## config.mk

```make
export PLATFORM = sky130hd
export DESIGN_NAME = cfg_access_router
export DESIGN_NICKNAME = d
export VERILOG_FILES = /design/src/rtl/cfgr_pkg.sv /design/src/rtl/cfgr_decode.sv /design/src/rtl/cfgr_fwd.sv /design/src/rtl/cfgr_rsp.sv /design/src/rtl/cfg_access_router.sv
export SDC_FILE = /design/constraint.sdc
export NUM_CORES = 1
export LEC_CHECK = 0
export ABC_AREA = 1
export BUFFER_PORTS_ARGS = -buffer_cell sky130_fd_sc_hd__clkbuf_2
export CORE_MARGIN = 5
export CORE_UTILIZATION = 50
export CTS_CLUSTER_DIAMETER = 80
export DETAILED_ROUTE_END_ITERATION = 7
export PLACE_DENSITY_LB_ADDON = 0.3
export SLEW_MARGIN = 15
export SYNTH_ARGS = -nofsm -noshare
export SYNTH_HDL_FRONTEND = slang
export SYNTH_HIERARCHICAL = 1
export SYNTH_SLANG_ARGS = --single-unit
```

## constraint.sdc

```tcl
create_clock -name clk -period 2.1 [get_ports clk]
set_clock_uncertainty 0.1 [all_clocks]
set_input_delay 0.105 -clock clk [delete_from_list [all_inputs] [get_ports clk]]
set_output_delay 0.105 -clock clk [all_outputs]
set_load 0.01 [all_outputs]
```

## src/rtl/cfgr_pkg.sv

```systemverilog
package cfgr_pkg;
  localparam int ADDR_W = 32;
  localparam int DATA_W = 32;
  localparam int LEN_W  = 3;
  localparam int OFS_W  = 8;
  localparam int SLOT_W = 8;
  localparam int NSLOTS = 1 << SLOT_W;

  // All-ones read data sized to the access length; unknown lengths act as 4 bytes.
  function automatic logic [DATA_W-1:0] miss_data(input logic [LEN_W-1:0] len);
    case (len)
      3'd1:    miss_data = 32'h0000_00FF;
      3'd2:    miss_data = 32'h0000_FFFF;
      default: miss_data = 32'hFFFF_FFFF;
    endcase
  endfunction
endpackage

```

## src/rtl/cfgr_decode.sv

```systemverilog
module cfgr_decode
  import cfgr_pkg::*;
#(
  parameter int NUM_PORTS = 4,
  parameter logic [NSLOTS-1:0] PRESENT = '1,
  localparam int PORT_W = (NUM_PORTS > 1) ? $clog2(NUM_PORTS) : 1
) (
  input  logic [23:0]       addr_lo,
  output logic              hit,
  output logic [PORT_W-1:0] port,
  output logic [2:0]        func,
  output logic [OFS_W-1:0]  offset
);
  logic [7:0]        bus_num;
  logic [SLOT_W-1:0] slot;
  logic [4:0]        dev;

  always_comb begin
    bus_num = addr_lo[23:16];
    slot    = addr_lo[15:8];
    offset  = addr_lo[7:0];
    dev     = slot[7:3];
    func    = slot[2:0];
    hit     = (bus_num == 8'd0) && PRESENT[slot];
    port    = PORT_W'(dev % 5'(NUM_PORTS));
  end
endmodule

```

## src/rtl/cfgr_fwd.sv

```systemverilog
module cfgr_fwd
  import cfgr_pkg::*;
#(
  parameter int NUM_PORTS = 4,
  localparam int PORT_W = (NUM_PORTS > 1) ? $clog2(NUM_PORTS) : 1
) (
  input  logic                 clk,
  input  logic                 rst,
  input  logic                 accept,
  input  logic                 hit,
  input  logic [PORT_W-1:0]    port,
  input  logic                 write,
  input  logic [2:0]           func,
  input  logic [OFS_W-1:0]     offset,
  input  logic [LEN_W-1:0]     len,
  input  logic [DATA_W-1:0]    wdata,
  output logic [NUM_PORTS-1:0] fwd_valid,
  output logic                 fwd_write,
  output logic [2:0]           fwd_func,
  output logic [OFS_W-1:0]     fwd_offset,
  output logic [LEN_W-1:0]     fwd_len,
  output logic [DATA_W-1:0]    fwd_wdata
);
  for (genvar p = 0; p < NUM_PORTS; p++) begin : g_strobe
    always_ff @(posedge clk) begin
      if (rst) fwd_valid[p] <= 1'b0;
      else     fwd_valid[p] <= accept && hit && (port == PORT_W'(p));
    end
  end

  always_ff @(posedge clk) begin
    if (rst) begin
      fwd_write  <= 1'b0;
      fwd_func   <= '0;
      fwd_offset <= '0;
      fwd_len    <= '0;
      fwd_wdata  <= '0;
    end else if (accept && hit) begin
      fwd_write  <= write;
      fwd_func   <= func;
      fwd_offset <= offset;
      fwd_len    <= len;
      fwd_wdata  <= wdata;
    end
  end

  AST_FWD_ONEHOT: assert property (@(posedge clk) disable iff (rst)
    $onehot0(fwd_valid));
endmodule

```

## src/rtl/cfgr_rsp.sv

```systemverilog
module cfgr_rsp
  import cfgr_pkg::*;
#(
  parameter int NUM_PORTS = 4,
  localparam int PORT_W = (NUM_PORTS > 1) ? $clog2(NUM_PORTS) : 1
) (
  input  logic                        clk,
  input  logic                        rst,
  input  logic                        accept,
  input  logic                        hit,
  input  logic                        write,
  input  logic [PORT_W-1:0]           port,
  input  logic [LEN_W-1:0]            len,
  input  logic [NUM_PORTS-1:0]        port_rsp_valid,
  input  logic [NUM_PORTS*DATA_W-1:0] port_rsp_rdata,
  output logic                        busy,
  output logic                        rsp_valid,
  output logic [DATA_W-1:0]           rsp_rdata
);
  typedef enum logic {ST_IDLE, ST_WAIT} st_t;
  st_t               state;
  logic [PORT_W-1:0] sel_port;
  logic              sel_done;
  logic [DATA_W-1:0] sel_data;

  always_comb begin
    sel_done = port_rsp_valid[sel_port];
    sel_data = port_rsp_rdata[sel_port*DATA_W +: DATA_W];
  end

  always_ff @(posedge clk) begin
    if (rst) begin
      state     <= ST_IDLE;
      sel_port  <= '0;
      rsp_valid <= 1'b0;
      rsp_rdata <= '0;
    end else begin
      rsp_valid <= 1'b0;
      case (state)
        ST_IDLE: begin
          if (accept && !write) begin
            if (hit) begin
              state    <= ST_WAIT;
              sel_port <= port;
            end else begin
              rsp_valid <= 1'b1;
              rsp_rdata <= miss_data(len);
            end
          end
        end
        ST_WAIT: begin
          if (sel_done) begin
            state     <= ST_IDLE;
            rsp_valid <= 1'b1;
            rsp_rdata <= sel_data;
          end
        end
        default: state <= ST_IDLE;
      endcase
    end
  end

  assign busy = (state == ST_WAIT);

  AST_BUSY_ENDS_WITH_RSP: assert property (@(posedge clk) disable iff (rst)
    $fell(busy) |-> rsp_valid);
  AST_NO_RSP_WHILE_BUSY: assert property (@(posedge clk) disable iff (rst)
    busy |-> !rsp_valid);
endmodule

```

## src/rtl/cfg_access_router.sv

```systemverilog
module cfg_access_router
  import cfgr_pkg::*;
#(
  parameter int NUM_PORTS = 4,
  parameter logic [NSLOTS-1:0] PRESENT = (NSLOTS'(1) << 8'h00) | (NSLOTS'(1) << 8'h08) |
                                         (NSLOTS'(1) << 8'h10) | (NSLOTS'(1) << 8'h11) |
                                         (NSLOTS'(1) << 8'h19),
  localparam int PORT_W = (NUM_PORTS > 1) ? $clog2(NUM_PORTS) : 1
) (
  input  logic                        clk,
  input  logic                        rst,
  input  logic                        req_valid,
  input  logic                        req_write,
  input  logic [ADDR_W-1:0]           req_addr,
  input  logic [LEN_W-1:0]            req_len,
  input  logic [DATA_W-1:0]           req_wdata,
  output logic                        busy,
  output logic                        rsp_valid,
  output logic [DATA_W-1:0]           rsp_rdata,
  output logic [NUM_PORTS-1:0]        fwd_valid,
  output logic                        fwd_write,
  output logic [2:0]                  fwd_func,
  output logic [OFS_W-1:0]            fwd_offset,
  output logic [LEN_W-1:0]            fwd_len,
  output logic [DATA_W-1:0]           fwd_wdata,
  input  logic [NUM_PORTS-1:0]        fwd_rsp_valid,
  input  logic [NUM_PORTS*DATA_W-1:0] fwd_rsp_rdata
);
  logic              hit;
  logic [PORT_W-1:0] port;
  logic [2:0]        func;
  logic [OFS_W-1:0]  offset;
  logic              accept;
  logic              unused_addr_hi;

  assign unused_addr_hi = ^req_addr[31:24];
  assign accept = req_valid && !busy;

  cfgr_decode #(.NUM_PORTS(NUM_PORTS), .PRESENT(PRESENT)) u_decode (
    .addr_lo(req_addr[23:0]), .hit(hit), .port(port), .func(func), .offset(offset)
  );

  cfgr_fwd #(.NUM_PORTS(NUM_PORTS)) u_fwd (
    .clk(clk), .rst(rst), .accept(accept), .hit(hit), .port(port),
    .write(req_write), .func(func), .offset(offset), .len(req_len), .wdata(req_wdata),
    .fwd_valid(fwd_valid), .fwd_write(fwd_write), .fwd_func(fwd_func),
    .fwd_offset(fwd_offset), .fwd_len(fwd_len), .fwd_wdata(fwd_wdata)
  );

  cfgr_rsp #(.NUM_PORTS(NUM_PORTS)) u_rsp (
    .clk(clk), .rst(rst), .accept(accept), .hit(hit), .write(req_write),
    .port(port), .len(req_len), .port_rsp_valid(fwd_rsp_valid),
    .port_rsp_rdata(fwd_rsp_rdata), .busy(busy), .rsp_valid(rsp_valid),
    .rsp_rdata(rsp_rdata)
  );

  AST_MISS_NO_FWD: assert property (@(posedge clk) disable iff (rst)
    (accept && !hit) |=> (fwd_valid == '0));
  AST_NO_FWD_WHILE_BUSY: assert property (@(posedge clk) disable iff (rst)
    (busy && $past(busy)) |-> (fwd_valid == '0));
  AST_WRITE_NO_BUSY: assert property (@(posedge clk) disable iff (rst)
    (accept && req_write) |=> !busy && !rsp_valid);
  AST_RESET_QUIET: assert property (@(posedge clk)
    rst |=> (!busy && !rsp_valid && fwd_valid == '0));
endmodule

```

# == Word-level counts from Yosys, hierarchy flattened ==
# Memories as Yosys holds them, arrays and structs flattened.
# Cells that the tools add are included.
# totals
register_bits,87
latch_bits,0
ramBits,0
mem_bits_ro,256
in_bits,203
output_inout_bits,85
memories,1
# classes
add_sub_neg,0
n_mul,0
div_mod_pow,0
magnitude_cmp,2
n_eq_ne,8
shifts,1
muxes,16
n_bitwise,1
n_reduce_logical,14
# mem_list
name,depth,width,read_ports,rd_clocked_by_memory_dff,write_ports,line,rtl
(name not given),256,1,1,0,0,cfgr_decode.sv:24,hit = (bus_num == 8'd0) && PRESENT[slot];
# ops
cell,n
$pmux 32 s2,2
$shiftx 128x8->32,1
$mux 32,3
$lt 8x9->1 const B,1
$logic_and 1x1->1,8
$logic_not 8->1,1
$mux 1,8
$reduce_and 3->1,2
$eq 2x2->1 const B,2
$ne 2x2->1 const B,2
$pmux 1 s2,2
$eq 3x1->1 const B,1
$eq 3x2->1 const B,1
$lt 2x3->1 const B,1
$bmux 1 s2,1
$eq 2x1->1 const B,1
$logic_not 1->1,2
$logic_not 2->1,1
$ne 2x1->1 const B,1
$not 1->1,1

# == Longest topological paths before layout ==
# Gate-level depths: netlist (run 1).
# depth
ltp_word,6
ltp_mapped,11
depth_no_buf,10

# == Hierarchy ==
# The synthesis (run 1) kept the hierarchy.
# by_module_without_submodules
module,n_inst,cells_per_inst,area_per_inst_um2
cfgr_rsp,1,636,3235.6
cfgr_fwd,1,311,2043.2
cfgr_decode,1,37,192.7
cfg_access_router,1,2,10.0

# == Worst setup path before layout (run 1) ==
# OpenSTA, ideal clock, no wires.
# synth_path
path_type,flip-flop to flip-flop
startpoint,"reg u_rsp.state, in the netlist u_rsp/busy"
endpoint,reg u_rsp.rsp_rdata[11]
t_arrival_ns,1.199
path_slack_ns,0.690
path_stages_with_launch,10
n_path_buf,1
synth_period_minus_slack_ns,1.410
cell_sequence,dfxtp_1 nor2_2 inv_1 nor2_1 inv_1 o21ai_1 nand2_2 buf_4 nor2_1 nor2_1
# synth_via
elab_chain_len,5
elab_cells_between_ends,9
cone_classes,eq/ne: 3; mux: 1; bitwise: 1; reduce/logical: 4
# synth_lines
element,line,rtl
"start, declared",cfgr_rsp.sv:21,st_t state;
"start signal, assigned",cfgr_rsp.sv:33,state <= ST_IDLE;
"start signal, assigned",cfgr_rsp.sv:43,state <= ST_WAIT;
"start signal, assigned",cfgr_rsp.sv:53,state <= ST_IDLE;
$logic_not 1->1,cfg_access_router.sv:37,assign accept = req_valid && !busy;
$logic_and 1x1->1,cfg_access_router.sv:37,
named net accept,cfg_access_router.sv:33,logic accept;
$logic_and 1x1->1,cfgr_rsp.sv:41,if (accept && !write) begin
$ne 2x1->1 (no line),--,
$reduce_and 3->1 (no line),--,
"end signal, assigned",cfgr_rsp.sv:47,rsp_rdata <= miss_data(len);
"end signal, assigned",cfgr_rsp.sv:55,rsp_rdata <= sel_data;
"end, declared",cfgr_rsp.sv:18,output logic [DATA_W-1:0] rsp_rdata
# The timed path passes the listed nets, and every way through them passes these cells.
# A chain may end at the register's enable or synchronous reset.

# == Worst setup path in the final report (run 1) ==
# layout_path
startpoint,in req_addr[9]
endpoint,reg u_rsp.rsp_rdata[12]
# layout_via
elab_chain_len,5
# layout_lines
element,line,rtl
"start, declared",cfg_access_router.sv:14,"input logic [ADDR_W-1:0] req_addr,"
$mem_v2 256x1,--,
$mux 1 (implied by the code),cfgr_decode.sv:24,
$logic_and 1x1->1,cfgr_decode.sv:24,
named net hit,cfg_access_router.sv:29,logic hit;
$ne 2x2->1 (no line),--,
$reduce_and 3->1 (no line),--,
# The timed path passes the listed nets, and every way through them passes these cells. The select of a mux whose other input is x is not followed.

==> results of run 1 <==
## per-layer routing
layer  vias up  routed length, µm
li1       3416                  -
met1      2817               7001
met2       282               8913
met3        58               1570
met4         0                722
met5         -                  0
## Yosys cell counts
library cell / instances
buf_4: 24
o21ai_0: 10
clkinv_1: 1
nand2_1: 310
inv_2: 3
o21ai_1: 9
nor3_1: 4
dfxtp_1: 87
nor2_1: 201
buf_6: 11
buf_2: 18
a21oi_1: 3
and2_1: 1
inv_1: 191
clkbuf_1: 8
nor2_2: 1
nand3_1: 95
inv_4: 1
buf_1: 5
nand3_2: 1
nand2_2: 2
## final cells by class
| class | instances | area, µm² | share of cell area [%] |
|---|---|---|---|
| clock inverters | 6 | 97.59 | 1.295 |
| repair buffers | 348 | 2082 | 27.62 |
| flip-flops and latches | 87 | 1743 | 23.12 |
| multi-input cells | 637 | 2561 | 33.98 |
| clock buffers | 10 | 137.6 | 1.826 |
| diodes | 1 | 2.502 | 0.03320 |
| well taps | 140 | 175.2 | 2.324 |
| inverters | 196 | 738.2 | 9.794 |
## sequential cells by signal, indices dropped and copies added (netlist names)
register and count:
u_fwd/fwd_func 3, u_fwd/fwd_len 3, u_fwd/fwd_offset 8, u_fwd/fwd_valid 4, u_fwd/fwd_wdata 32, u_fwd/fwd_write 1
u_rsp/busy 1, u_rsp/rsp_rdata 32, u_rsp/rsp_valid 1, u_rsp/sel_port 2
## cells by family (layout without fill, tap and decap cells)
| family | Yosys count | in the layout | share of synthesized area [%] |
|---|---|---|---|
| DFF | 87 | 87 | 31.77 |
| other | 0 | 1 | 0 |
| and+or+nand+nor | 615 | 615 | 44.67 |
| buffers and inverters | 262 | 560 | 21.55 |
| AOI/OAI and AO/OA | 22 | 22 | 2.009 |
## metrics by stage
| step | hold slack (ps) | instances | instance area, µm² | power (mW) |
|---|---|---|---|---|
| finish | 11.99 | 1425 | 7537 | 3.719 |
| global route | 23.82 | 1424 | 7535 | 3.896 |
| CTS | 3.960 | 1424 | 7532 | 3.736 |
| detailed placement | 232.7 | 1356 | 6777 | 2.300 |
| global placement | 224.6 | 1356 | 6777 | 2.292 |
| floorplan | 74.07 | 986 | 5482 | 2.033 |
## critical path: stages
cell,delay (ps)
dlygate4sd3_1,540
clkbuf_2,120
inv_1,40
nand2_1,60
nor2_1,140
nand3_1,100
nor2_2,200
nor2_1,70
nand2_1,80
buf_4,270
nand3_1,120
nand2_1,80
nor2_1,60
## path summary, 6_finish.rpt
path                                           from             endpoint  slack [ps]
worst min register to register  u_fwd/fwd_offset[2]  u_fwd/fwd_offset[2]         420
worst min-delay path              fwd_rsp_rdata[35]   u_rsp/rsp_rdata[3]          10
worst max register to register           u_rsp/busy  u_rsp/rsp_rdata[12]         400
worst max-delay path                    req_addr[9]  u_rsp/rsp_rdata[12]         240
## timing repair
item | in CTS | in global routing
setup endpoints to repair | 0 | 22
resized for setup | 0 | 1
hold buffers | 52 | 0
endpoints found under the hold margin | 55 | 0
## power groups by stage
stage | Combinational (mW) | Sequential, mW | Clock, mW
final | 0.633 | 1.71 | 1.37
after global routing | 0.713 | 1.72 | 1.46
after CTS | 0.628 | 1.71 | 1.39
after detailed placement | 0.548 | 1.75 | 0
after global placement | 0.543 | 1.75 | 0
after floorplan | 0.261 | 1.77 | 0
==> metrics.cfg, run 1 <==
[cts]
cts-root-buf=clkbuf_8
cts_num_sinks=87
path_clk_slew_ps=100
cts_tree=built
postCtsSetupBuffers=0
numCtsBuffers=9
clk_latency_ps=350
cts_buffer_depth=2
cts.htree.levels=3

[placement]
place.gp.congestion=0.8453
dp_slack_ps=362.6
dp_hpwl_mm=12.45
port_buffers=279

[worst_setup_path]
cp.arrival_ps=2000
path_class=in -> reg
startpoint_type=primary input
cp_max_fo=22
endpoint_kind=register
rr_worst_depth=7
cp_data_required_time_ps=2240

[grt]
grt_pass1_wl_mm=29.06
grt_pass1_vias=6361
grt.busiest_layer=met2
grt.total_usage_pct=27.10
antenna_found_initial=0
overflow=0
use_met1_pct=30.11
met3_usage_pct=6.660
grt_max_degree=99
grt_util_met2_pct=48.47

[timing]
setup_viol=0
fin_crit_sh_pct=88.59
hold_violations=0
fmax_mhz=537.5
setup-tns-final_ps=0
relSlewSlack_pct=52.60
worstMarginPinSlew_ps=706.7
period_minus_slack_ps=1860
timing.final.ws_setup_ps=239.6
rsz0062_at_grt=no
drv_slew=0

[route]
detailedRoute.firstPassIterationCount=5
routedWlPerCell_um=12.78
drt-initial-drc-count=471
vias=6573
vias_per_cell=4.613
postRouteAntennaNets=0
wl_mm=18.21
drc=0

[pwr]
powerDensity_nw_per_um2=493.4
intPower_mw=2.744
leakage_nw=4.638
switching_share_pct=26.21
p_switching_uw=974.8
p_clk_share_pct=36.9
power_frac_seq_pct=46.1
peakVddDrop_uv=360.8
comb_power_share_pct=17.0

[synth]
ys_ff_latch=87
synth_area_um2=5482
syn_nets=1189
synth.yosys.seq_area_share_pct=31.77
synth_top_area_share_pct=31.77
synth_warnings=6
ys_types=21
synth_area_leaders=dfxtp_1 (32%), nand2_1 (21%), nor2_1 (14%), inv_1 (13%), nand3_1 (8.7%)
avgSynthCellArea_um2=5.559
syn_inst=986
synth_area_leader_cell=dfxtp_1

[final_layout]
final_cell_mix=nand2_1 (310), clkbuf_2 (279), nor2_1 (200)
fin_nets=1482
drive_above_1_share_pct=25.08
area_delta_synth_final_pct=37.50
final_common_cell=nand2_1
n_fill_cell=958
final_util_pct=69.84

[hold_path]
hp-class=in -> reg
hold_depth=5

[floorplanning]
die_y_um=114.7
rows=38
core_um2=10790
die_area_um2=13160
initial_core_util_pct=50.79
die_w_um=114.7
ios=288

[run]
drv_cap=0

[status]
status=completed

Power figures use the tool's default switching activity.
==> run 2: changes to the inputs <==
--- a/config.mk
+++ b/config.mk
@@ -10,8 +10,10 @@
 export CORE_MARGIN = 5
 export CORE_UTILIZATION = 50
 export CTS_CLUSTER_DIAMETER = 80
+export CTS_CLUSTER_SIZE = 10
 export DETAILED_ROUTE_END_ITERATION = 7
-export PLACE_DENSITY_LB_ADDON = 0.3
+export GPL_TIMING_DRIVEN = 0
+export PLACE_DENSITY_LB_ADDON = 0.25
 export SLEW_MARGIN = 15
 export SYNTH_ARGS = -nofsm -noshare
 export SYNTH_HDL_FRONTEND = slang
==> run 2 against run 1 <==
Compared with the run above: highest routed layer unchanged; register-to-register slack improved by 70 ps; count of clock-buffer cells in the layout did not move; combinational power grew 2%; routed wire length increased by 7.3%; worst setup slack worse by 150 ps.
==> metrics.cfg, run 2 (synthesized netlist as in run 1, its figures left out) <==
[status]
status=completed

[timing]
fmax_mhz=497.9
rsz0062_at_grt=no
fin_crit_sh_pct=95.63
period_minus_slack_ps=2008
worstMarginPinSlew_ps=485.3
hold_violations=0
relSlewSlack_pct=67.65
timing.final.ws_setup_ps=91.68
setup_viol=0
hold_ws_ps=17.54
setup-tns-final_ps=0
drv_slew=0

[floorplanning]
die_y_um=114.7
core_um2=10790
rows=38
ios=288
initial_core_util_pct=50.79
die_area_um2=13160
die_w_um=114.7

[cts]
cts_num_sinks=87
path_clk_slew_ps=100
clk_latency_ps=340
cts_tree=built
cts-root-buf=clkbuf_8
cts.htree.levels=3
numCtsBuffers=9
cts_buffer_depth=2
postCtsResizedCells=0

[route]
drc=0
routedWlPerCell_um=13.35
vias=6824
drt-initial-drc-count=416
vias_per_cell=4.664
postRouteAntennaNets=0
detailedRoute.firstPassIterationCount=7
wl_mm=19.53

[grt]
grt_pass1_vias=6518
antenna_found_initial=0
grt_max_degree=17
grt.total_usage_pct=28.65
grt_pass1_wl_mm=30.30
overflow=0

[final_layout]
area_delta_synth_final_pct=40.22
fin_area_um2=7686
multi_input_area_um2=2559
reg.largest.list=u_fwd/fwd_wdata (32), u_rsp/rsp_rdata (32), u_fwd/fwd_offset (8)
n_fill_cell=939
fin_nets=1520
drive_above_1_share_pct=26.25
seq_area_um2=1742
layout.cells.non_filler=1463
final_common_cell=nand2_1
final_cell_mix=nand2_1 (310), clkbuf_2 (271), nor2_1 (201)

[run]
drv_cap=0

[worst_setup_path]
cp_data_required_time_ps=2250
cp.arrival_ps=2160
rr_startpoint=u_rsp/busy
path_class=in -> reg
endpoint_kind=register
cp_max_fo=10
rr_worst_depth=10
r2r_slack_ps=470
r2r_end=u_rsp/rsp_rdata[21]
startpoint_type=primary input

[placement]
place_area_um2=7013
place.gp.congestion=0.9523
dp_slack_ps=370.6
place_inst=1397
dp_hpwl_mm=14.06
port_buffers=271

[hold_path]
hold-path-endpoint=u_rsp/rsp_rdata[2]
hp-class=in -> reg
hold_depth=5
min_from=fwd_rsp_rdata[34]

[pwr]
powerDensity_nw_per_um2=449.5
leakage_nw=4.712
peakVddDrop_uv=495.6

==> run 2: cell types whose count changed in the layout (fill, tap and decap cells not counted), moves of 2 or more <==
| cell | delta |
|---|---|
| buf_6 | +11 |
| bufinv_16 | -2 |
| buf_4 | +10 |
| buf_1 | +5 |
| buf_12 | -3 |
| clkinvlp_4 | +2 |
| dlygate4sd3_1 | -3 |
| clkbuf_2 | -8 |
| buf_2 | +18 |
| clkbuf_1 | +9 |
==> run 2: worst max path at each step <==
stage / endpoint / slack [ps] / depth (start not counted) / startpoint
2_1_floorplan: u_rsp/rsp_rdata[11] / 690 / 9 / u_rsp/busy
3_3_place_gp: u_rsp/rsp_rdata[15] / 370 / 12 / req_addr[15]
3_5_place_dp: u_rsp/rsp_rdata[16] / 370 / 12 / req_addr[15]
4_1_cts: u_rsp/rsp_rdata[0] / 250 / 13 / req_addr[10]
5_1_grt: u_fwd/fwd_wdata[20] / 40 / 12 / req_addr[10]
6_report: u_fwd/fwd_wdata[20] / 90 / 12 / req_addr[10]
==> run 2: per-stage QoR <==
| step | power, mW | utilization, % |
|---|---|---|
| 2_1_floorplan | 2.033 | - |
| 3_5_place_dp | 2.313 | 64.98 |
| 5_1_grt | 3.640 | 71.19 |
| 6_report | 3.455 | 71.21 |
| 4_1_cts | 3.478 | 71.19 |
| 3_3_place_gp | 2.305 | 64.98 |
==> run 2: layout make-up <==
cell class,instances,share of cell area (%)
clock buffer,10,1.660
tap,140,2.279
multi-input combinational,637,33.29
sequential,87,22.66
inverter,196,9.604
buffer,66,5.763
clock inverter,6,0.6837
antenna,1,0.03256
timing repair buffer,320,24.03
==> run 2: metal layers <==
layer / share of wire [%] / track usage, % / vias to the layer above
met1: 38 / 32.50 / 2953
met5: 0 / 0 / -
met3: 8.9 / 7.558 / 57
met2: 49 / 50.29 / 305
met4: 4.1 / 13.07 / 0
li1: - / - / 3509
==> run 2: report_power, final <==
part	leakage, nW	total, mW	switching [mW]	internal (mW)
registers	0.708	1.72	0.0230	1.69
logic	3.92	0.643	0.308	0.335
clock network	0.0854	1.10	0.646	0.450
total	4.71	3.45	0.977	2.48
==> run 2: worst max-delay path: stages <==
cell and delay [ps]:
dlygate4sd3_1 540, clkbuf_2 120, inv_1 60, nand2_1 50, nor2_1 120, nand3_1 80
nor2_1 300, nand2_2 210, buf_6 200, buf_6 140, nor2_1 140, nor2_1 80
==> run 2: timing repair <==
action | CTS | global route
hold buffers | 49 | 0
setup buffers | 0 | 0
endpoints found under the hold margin | 51 | 0
